File: src/rtl/xacc_pkg.sv
package xacc_pkg;
  typedef enum logic [1:0] {
    OP_NOP = 2'b00,
    OP_ACC = 2'b01,
    OP_CLR = 2'b10,
    OP_RD  = 2'b11
  } xacc_op_e;
endpackage

File: src/rtl/xacc_issue.sv
// Command intake: one-entry holding buffer, stall counter, registered ready.
module xacc_issue
  import xacc_pkg::*;
#(
  parameter int CMD_W = 16,
  parameter int STALL = 2
) (
  input  logic             clk,
  input  logic             rst,
  input  logic             in_valid,
  input  logic [CMD_W-1:0] in_cmd,
  output logic             iss_valid,
  output logic [CMD_W-1:0] iss_cmd,
  output logic             rdy,
  output logic             ovf
);
  localparam int CNT_W = (STALL < 1) ? 1 : $clog2(STALL + 1);

  logic [CNT_W-1:0] cnt, cnt_n;
  logic             hb_full, hb_full_n;
  logic [CMD_W-1:0] hb_cmd;
  logic             eng_free, take_hb, take_in, store, drop, busy_op;

  always_comb begin
    eng_free  = (cnt == '0);
    take_hb   = eng_free && hb_full;
    take_in   = eng_free && !hb_full && in_valid;
    iss_valid = take_hb || take_in;
    iss_cmd   = hb_full ? hb_cmd : in_cmd;
    store     = in_valid && !take_in && (!hb_full || take_hb);
    drop      = in_valid && !take_in && hb_full && !take_hb;
    busy_op   = iss_valid && (xacc_op_e'(iss_cmd[CMD_W-1 -: 2]) != OP_NOP);
    if (store)        hb_full_n = 1'b1;
    else if (take_hb) hb_full_n = 1'b0;
    else              hb_full_n = hb_full;
    if (busy_op)       cnt_n = CNT_W'(STALL);
    else if (eng_free) cnt_n = '0;
    else               cnt_n = cnt - 1'b1;
  end

  always_ff @(posedge clk) begin
    if (rst) begin
      cnt     <= '0;
      hb_full <= 1'b0;
      rdy     <= 1'b1;
      ovf     <= 1'b0;
    end else begin
      cnt     <= cnt_n;
      hb_full <= hb_full_n;
      rdy     <= (cnt_n == '0) && !hb_full_n;
      ovf     <= ovf || drop;
    end
  end

  always_ff @(posedge clk) begin
    if (store) hb_cmd <= in_cmd;
  end
endmodule

File: src/rtl/xacc_align.sv
// Places a signed mantissa at its binary weight inside the wide register.
module xacc_align #(
  parameter int MANT_W = 53,
  parameter int EXP_W  = 11,
  parameter int ACC_W  = 256
) (
  input  logic [MANT_W-1:0] mant,
  input  logic [EXP_W-1:0]  sh,
  output logic [ACC_W-1:0]  addend
);
  logic [ACC_W-1:0] ext;

  generate
    if (ACC_W > MANT_W) begin : g_wide
      assign ext = {{(ACC_W-MANT_W){mant[MANT_W-1]}}, mant};
    end else begin : g_narrow
      assign ext = mant[ACC_W-1:0];
    end
  endgenerate

  assign addend = ext << sh;
endmodule

File: src/rtl/xacc_span.sv
// Finds the highest and lowest set bit of the accumulator.
module xacc_span #(
  parameter int W     = 256,
  parameter int IDX_W = $clog2(W)
) (
  input  logic [W-1:0]     vec,
  output logic [IDX_W-1:0] hi,
  output logic [IDX_W-1:0] lo,
  output logic             nz
);
  always_comb begin
    hi = '0;
    lo = '0;
    nz = |vec;
    for (int i = 0; i < W; i++)
      if (vec[i]) hi = IDX_W'(i);
    for (int i = W - 1; i >= 0; i--)
      if (vec[i]) lo = IDX_W'(i);
  end
endmodule

File: src/rtl/xacc_top.sv
module xacc_top
  import xacc_pkg::*;
#(
  parameter int MANT_W = 53,
  parameter int EXP_W  = 11,
  parameter int ACC_W  = 256,
  parameter int ID_W   = 8,
  parameter int STALL  = 2,
  localparam int IDX_W = $clog2(ACC_W)
) (
  input  logic              clk,
  input  logic              rst,
  input  logic              in_valid,
  input  logic [1:0]        in_op,
  input  logic [ID_W-1:0]   in_id,
  input  logic [MANT_W-1:0] in_mant,
  input  logic [EXP_W-1:0]  in_exp,
  output logic              rfd,
  output logic              out_valid,
  output logic [ID_W-1:0]   out_id,
  output logic [ACC_W-1:0]  out_acc,
  output logic [IDX_W-1:0]  out_hi,
  output logic [IDX_W-1:0]  out_lo,
  output logic              out_nz,
  output logic              ovf_err
);
  localparam int CMD_W  = 2 + ID_W + MANT_W + EXP_W;
  localparam int ID_LSB = MANT_W + EXP_W;

  logic             iss_valid;
  logic [CMD_W-1:0] iss_cmd;
  xacc_op_e         iss_op;
  logic [ACC_W-1:0] addend;

  xacc_issue #(.CMD_W(CMD_W), .STALL(STALL)) i_issue (
    .clk      (clk),
    .rst      (rst),
    .in_valid (in_valid),
    .in_cmd   ({in_op, in_id, in_mant, in_exp}),
    .iss_valid(iss_valid),
    .iss_cmd  (iss_cmd),
    .rdy      (rfd),
    .ovf      (ovf_err)
  );

  assign iss_op = xacc_op_e'(iss_cmd[CMD_W-1 -: 2]);

  xacc_align #(.MANT_W(MANT_W), .EXP_W(EXP_W), .ACC_W(ACC_W)) i_align (
    .mant  (iss_cmd[EXP_W +: MANT_W]),
    .sh    (iss_cmd[EXP_W-1:0]),
    .addend(addend)
  );

  // Stage 1: issued command with its aligned addend.
  logic             s1_vld;
  xacc_op_e         s1_op;
  logic [ID_W-1:0]  s1_id;
  logic [ACC_W-1:0] s1_add;

  always_ff @(posedge clk) begin
    if (rst) s1_vld <= 1'b0;
    else     s1_vld <= iss_valid && (iss_op != OP_NOP);
    s1_op  <= iss_op;
    s1_id  <= iss_cmd[ID_LSB +: ID_W];
    s1_add <= addend;
  end

  // Stage 2: accumulator update or read capture.
  logic [ACC_W-1:0] acc;
  logic [IDX_W-1:0] sp_hi, sp_lo;
  logic             sp_nz;

  xacc_span #(.W(ACC_W), .IDX_W(IDX_W)) i_span (
    .vec(acc),
    .hi (sp_hi),
    .lo (sp_lo),
    .nz (sp_nz)
  );

  always_ff @(posedge clk) begin
    if (rst) begin
      acc <= '0;
    end else if (s1_vld) begin
      case (s1_op)
        OP_ACC:  acc <= acc + s1_add;
        OP_CLR:  acc <= '0;
        default: acc <= acc;
      endcase
    end
  end

  always_ff @(posedge clk) begin
    if (rst) out_valid <= 1'b0;
    else     out_valid <= s1_vld && (s1_op == OP_RD);
    if (s1_vld && (s1_op == OP_RD)) begin
      out_acc <= acc;
      out_id  <= s1_id;
      out_hi  <= sp_hi;
      out_lo  <= sp_lo;
      out_nz  <= sp_nz;
    end
  end
endmodule

File: config.mk
export PLATFORM = sky130hd
export DESIGN_NAME = xacc_top
export DESIGN_NICKNAME = d
export VERILOG_FILES = /design/src/rtl/xacc_pkg.sv /design/src/rtl/xacc_issue.sv /design/src/rtl/xacc_align.sv /design/src/rtl/xacc_span.sv /design/src/rtl/xacc_top.sv
export SDC_FILE = /design/constraint.sdc
export NUM_CORES = 2
export LEC_CHECK = 0
export CORE_MARGIN = 2
export CORE_UTILIZATION = 36
export DETAILED_ROUTE_END_ITERATION = 6
export PLACE_DENSITY = 0.55
export SLEW_MARGIN = 30
export SYNTH_ARGS = -nofsm -noshare
export SYNTH_HDL_FRONTEND = slang
export SYNTH_SLANG_ARGS = --single-unit
File: constraint.sdc
create_clock -name clk -period 17.6 [get_ports clk]
set_input_delay 2.64 -clock clk [delete_from_list [all_inputs] [get_ports clk]]
set_output_delay 2.64 -clock clk [all_outputs]
set_load 0.01 [all_outputs]
; ---- Yosys cells after proc, flatten, opt, wreduce, memory -nomap -nowiden
; Cells that the tools add are included.
[op_classes]
reduce_logical = 37
shifts = 1
div_mod_pow = 0
eq_ne = 3
addsub = 2
n_mul = 0
n_bitwise = 0
mux = 515
magnitude_cmp = 0
[op_table]
columns = op, n
row1 = $mux 7, 192
row2 = $mux 8, 128
row3 = $mux 6, 96
row4 = $pmux 256 s2, 1
row5 = $add 256x256->256, 1
row6 = $reduce_or 128->1, 2
row7 = $reduce_or 256->1, 1
row8 = $shl 256x11->256, 1
row9 = $mux 5, 48
row10 = $reduce_or 64->1, 2
row11 = $mux 4, 24
row12 = $mux 74, 1
row13 = $reduce_or 32->1, 2
row14 = $mux 3, 12
row15 = $reduce_or 16->1, 2
row16 = $mux 2, 8
row17 = $reduce_or 8->1, 2
row18 = $logic_and 1x1->1, 10
row19 = $reduce_or 4->1, 2
row20 = $mux 1, 5
row21 = $eq 2x2->1 const B, 2
row22 = $logic_not 1->1, 4
row23 = $logic_not 2->1, 2
row24 = $reduce_bool 2->1, 2
row25 = other kinds (5), 8
[totals]
mem_count = 0
rom_bits = 0
out_inout_bits = 284
ff_bits = 884
mem_bits_rw = 0
in_bits = 77
latchBits = 0
word_cells = 588

; ---- Depth between registers and ports, before layout
[logic_depth]
depth_word = 255
ltp_mapped = 20
mapped_depth_nobuf = 20

; ---- Cells and area by module
; Synthesis repeated with hierarchy kept, for this count alone.
[unflattened]
cells_unflattened = 7134
area_unflattened_um2 = 59559.6
[modules_own_cells]
columns = module, area_each_um2, seq_area_each_um2, cells_per_inst, n_inst
row1 = xacc_top, 40866.7, 18928.2, 4456, 1
row2 = xacc_align, 9370.2, 0.0, 1433, 1
row3 = xacc_span, 5997.0, 0.0, 1063, 1
row4 = xacc_issue, 3325.7, 2322.2, 182, 1

; ---- Least setup slack after synthesis
; OpenSTA, ideal clock, no wires.
[synth_path]
path_type = reg-to-reg
start = reg s1_op[0]
end = reg out_acc[0] (enable)
setup_slack_ns = 10.102
period_less_slack_ns = 7.498
t_arrival_ns = 6.820
path_buffers = 0
setup_ns = 0.679
required_ns = 16.921
path_stages_with_launch = 3
path_cell_list = dfxtp_1 ha_1 and2_1
[synth_via]
elab_chain_cells = 2
[synth_rtl]
columns = element, line_no
row1 = from (decl), xacc_top.sv:56  ; xacc_op_e s1_op;
row2 = from (signal assigned), xacc_top.sv:63  ; s1_op <= iss_op;
row3 = $eq 2x2->1, xacc_top.sv:95  ; if (s1_vld && (s1_op == OP_RD)) begin
row4 = $logic_and 1x1->1, xacc_top.sv:95
row5 = to (signal assigned), xacc_top.sv:96  ; out_acc <= acc;
row6 = to (decl), xacc_top.sv:21  ; output logic [ACC_W-1:0] out_acc,
; Every way passes these cells.
; A chain may end at the register's enable or synchronous reset.

; ---- Final worst setup path
[layout_path]
start = in in_exp[9]
end = reg s1_add[253]
[layout_via]
elab_chain_cells = 2
[layout_rtl]
columns = element, line_no
row1 = from (decl), xacc_top.sv:17  ; input logic [EXP_W-1:0] in_exp,
row2 = $mux 74, xacc_issue.sv:29  ; iss_cmd = hb_full ? hb_cmd : in_cmd;
row3 = $shl 256x11->256, xacc_align.sv:21  ; assign addend = ext << sh;
row4 = to (signal assigned), xacc_top.sv:65  ; s1_add <= addend;
row5 = to (decl), xacc_top.sv:58  ; logic [ACC_W-1:0] s1_add;
; Every way passes these cells.

==> impl.org <==
** Timing
- Slew at the pin closest to its max-slew limit :: 1130 ps
- Setup violations remaining at the end of the flow were counted as 0.
- The worst pin sits at a relative slew slack of 24.7%.
- Based on the critical path, the design can be clocked at up to 154 MHz.
- After layout, the worst setup slack is 11110 ps.
- For the final database, setup skew stands at 50.8 ps.
- Clock period minus worst slack :: 6490 ps
- Unrepaired setup endpoints after global routing :: no
- The number of slew-limit violations in the final report was 0.
- Dividing the final minimum period by the clock period gives 36.9%.
- The total count of hold-check failures in the final report came to 0.
- Summed over all failing endpoints, the final setup total negative slack is 0 ps.

** Worst setup path
- Counting both buffers and inverters, the worst setup path holds a total of 1.
- The worst setup path is captured at a flop.
- Required time reported for the critical path endpoint :: 18260 ps
- Critical path launch point type :: input port
- Data arrives at the worst endpoint at 7150 ps.
- Along the worst path, the maximum fanout reaches 51.
- In this design, the largest share of critical-path delay is due to compound AO/OA/AOI/OAI gates.
- Critical path, cell by cell :: clkdlybuf4s50_1, nor3_1, or2_2, nand2_1, o21ai_0, o21ai_0, nand2_1, o21ai_0, nand2_1, o21ai_0, a21oi_1, nor2_1, a21oi_1, nand2_1, a21oi_1
- In this design, the stage delay of the slowest critical-path cell is 820 ps.
- Critical path class :: input port to flop
- The slowest stage of the critical path is the or2_2 cell.

** Finish
- Net total in the final layout :: 6833
- FILL cells :: 15000
- Compared with the post-synthesis result, the final layout area differs by 16.8%.
- In the final layout, the share of cells above drive strength 1 is 6.00%.
- Final instance area :: 63100 um^2

** CTS
- TritonCTS created 102 clock buffers.
- In this run the clock root is driven by a clkbuf_16.
- Max Root-Sink Buffers :: 3
- Post-cts hold buffer count :: 0
- Latest clock arrival within the worst-skew pair :: 750 ps
- TritonCTS built the clock tree.
- After clock tree synthesis, the setup repair step added 0 buffers.
- H-tree depth reported by CTS :: 3
- After clock tree synthesis, the clock-pin slew on the worst setup and hold paths is 60 ps.
- Post-cts resize count :: 0
- The clock drives 884 sinks.

** Logic synthesis
- The cell area that synthesis handed to floorplanning was 54000 um^2.
- After Yosys synthesis, and, or, nand and nor cells account for 17.3% of the synthesized area.
- Summing the sequential cell areas from Yosys gives 39.4% of the chip area.
- The number of nets in the synthesized netlist is 6646.
- Cells after synthesis :: 6311
- After synthesis, the share of cell area in mux cells is 5.38%.
- Mean post-synth cell area :: 8.55 um^2
- Fraction of the mapped netlist area in compound gates :: 24.3%
- In this run, distinct cell masters in the synthesized netlist total 99.
- For this run, the leading register cell type out of synthesis is dfxtp_1.
- In this run, synthesis produced a sequential element count of 884.
- Summing the areas of all fa, ha and maj instances in the mapped netlist gives 6.00% of the synthesized area.
- Synth Area in XOR/XNOR :: 3.99%
- The Yosys step of the flow raised 0 warnings.
- Number of flops mapped to enable cells by yosys :: 355
- After synthesis, the largest family of logic cells by area is compound AO/OA/AOI/OAI gates.
- Proportion of synthesized flip-flops having asynchronous set or reset :: 0%

** Global route
- Congestion Overflow GR :: 0
- Number of global-route vias before repair :: 47600
- Maximum number of pins on one net before global-route repair :: 161
- The initial antenna violation count came to 18.
- The first global-routing pass estimated 335000 um of wire.
- Global-route usage over all layers :: 29.3%

** Detailed routing
- For this block, the initial DRC count from the detailed router was 5808.
- Average wire per cell in the routed design :: 26.9 um
- The detail route stage leaves a number of antenna-violating nets equal to 0.
- Final wirelength :: 231000 um
- For this run, the detailed router's first-pass iteration total came to 6.
- Routed via count divided by cell count :: 5.95
- The detailed router placed 51200 vias in this run.
- DRC Markers :: 0

** Place
- Detailed placement ended at an HPWL of 178000 um.
- Input/output buffers :: 360
- Post-place setup slack :: 10500 ps
- Placed cell area :: 59400 um^2
- At the end of routability-driven placement, the weighted congestion stood at 1.01.

** Power and ir drop
- Power per unit of standard cell area :: 86.7 nW/um^2
- The analysis attributes to cell leakage a power of 25.1 nW.
- The clock network is responsible for 41.5% of the overall power.
- Net switching power figure :: 0.00169 W
- Internal power of the cells :: 0.00377 W
- Portion of total power attributed to sequential cells :: 41.8%
- The worst-case IR drop observed on VDD is 0.0000700 V.
- Net Sw Frac :: 31.0%
- In this run, the combinational gates consume 16.6% of the power.

** Min path
- Hold Path Class :: flop to flop

** Floorplanning
- Area enclosed by the die boundary :: 153000 um^2
- Once the floorplan was initialized, standard cells occupied 36.1% of the core.
- Number of I/O pins :: 361
- The die is 391 um wide.
- Core ar. :: 149000 um^2
- In this run the core area contains 142 standard-cell rows.
- From bottom edge to top edge, the die measures 391 um.

** Run
- Across the run, the number of max-cap violations was 0.

** Run status
- Run status :: complete, no violations
==> stage by stage <==
step                      hold WS [ps]  std cells  power [W]  utilization, %
after floorplan                    386       6311    0.00279               -
after global placement             386       8409    0.00321            39.7
after detailed placement           389       8409    0.00321            39.8
after CTS                          401       8603    0.00548            42.2
after global routing               407       8604    0.00563            42.2
final                              403       8609    0.00547            42.2
==> cell type report <==
cell class                 instances  area, um^2  share of cell area [%]
timing repair buffer             415        4030                    6.38
clock buffer                     142        2990                    4.74
clock inverter                    52         628                   0.996
tap                             2016        2520                    4.00
inverter                         191         717                    1.14
antenna                            5        12.5                  0.0198
sequential                       884       21300                    33.7
multi-input combinational       4904       30900                    49.0
==> state kept, by name, indices dropped and copies added, names as in the netlist <==
register / count
s1_add: 256
i_issue.hb_cmd: 74
s1_vld: 1
s1_op: 2
s1_id: 8
i_issue.ovf: 1
i_issue.cnt: 2
out_lo: 8
i_issue.rdy: 1
out_valid: 1
out_nz: 1
out_acc: 256
out_id: 8
acc: 256
out_hi: 8
i_issue.hb_full: 1
==> Yosys cell counts, drive strengths merged (89+ instances only) <==
master	count	area (um^2)
edfxtp	355	10700
o21bai	94	706
clkbuf	269	1010
nor4	90	584
a21oi	660	3320
mux2i	209	2090
xnor2	140	1230
nor3	129	661
a21o	187	1400
a22oi	208	1560
dfxtp	529	10600
o21ai	415	2080
nor2	878	3300
inv	191	717
nand2	501	1890
nand3	98	490
nand4	89	557
ha	257	3220
xor2	105	920
==> path summary, 6_finish.rpt <==
| path | slack [ps] | cells after the start | startpoint | to |
|---|---|---|---|---|
| setup / recovery | 11110 | 15 | in_exp[9] | s1_add[253] |
| hold / removal | 400 | 0 | s1_id[0] | out_id[0] |
| hold reg to reg | 400 | 0 | s1_id[0] | out_id[0] |
| setup reg to reg | 11300 | 21 | acc[0] | acc[254] |
==> layout by cell type (no fill, tap or decap), types with 105 or more instances in the layout <==
cell	count
nor3_1	125
a21oi_1	655
a22oi_1	208
ha_1	257
xor2_1	105
a21o_1	187
mux2i_1	202
clkbuf_16	107
o21ai_0	391
clkdlybuf4s50_1	358
dfxtp_1	528
nor2_1	873
edfxtp_1	355
nand2_1	498
xnor2_1	139
inv_1	189
==> power groups by stage <==
stage / combinational, W / sequential (W) / clock, W
global route: 0.000960 / 0.00228 / 0.00239
finish: 0.000910 / 0.00229 / 0.00227
CTS: 0.000887 / 0.00228 / 0.00231
detailed placement: 0.000883 / 0.00233 / 0
floorplan: 0.000507 / 0.00228 / 0
global placement: 0.000884 / 0.00233 / 0
==> cells by family (layout without fill, tap and decap cells) <==
| group | Yosys count | after routing |
|---|---|---|
| xor+xnor | 245 | 245 |
| fa+ha+maj | 258 | 258 |
| compound gates | 2060 | 2060 |
| mux | 277 | 277 |
| simple gates | 2064 | 2064 |
| flops | 884 | 884 |
| buf+inv | 523 | 800 |
| other cells | 0 | 5 |
==> routing by layer <==
layer,global-route usage [%],routed length (um),vias to the layer above
met2,43.6,98500,2209
li1,-,-,23600
met3,4.94,17900,386
met1,42.0,105000,25000
met4,11.8,9920,16
met5,0,166,-
(Power assumes the default switching activity.)
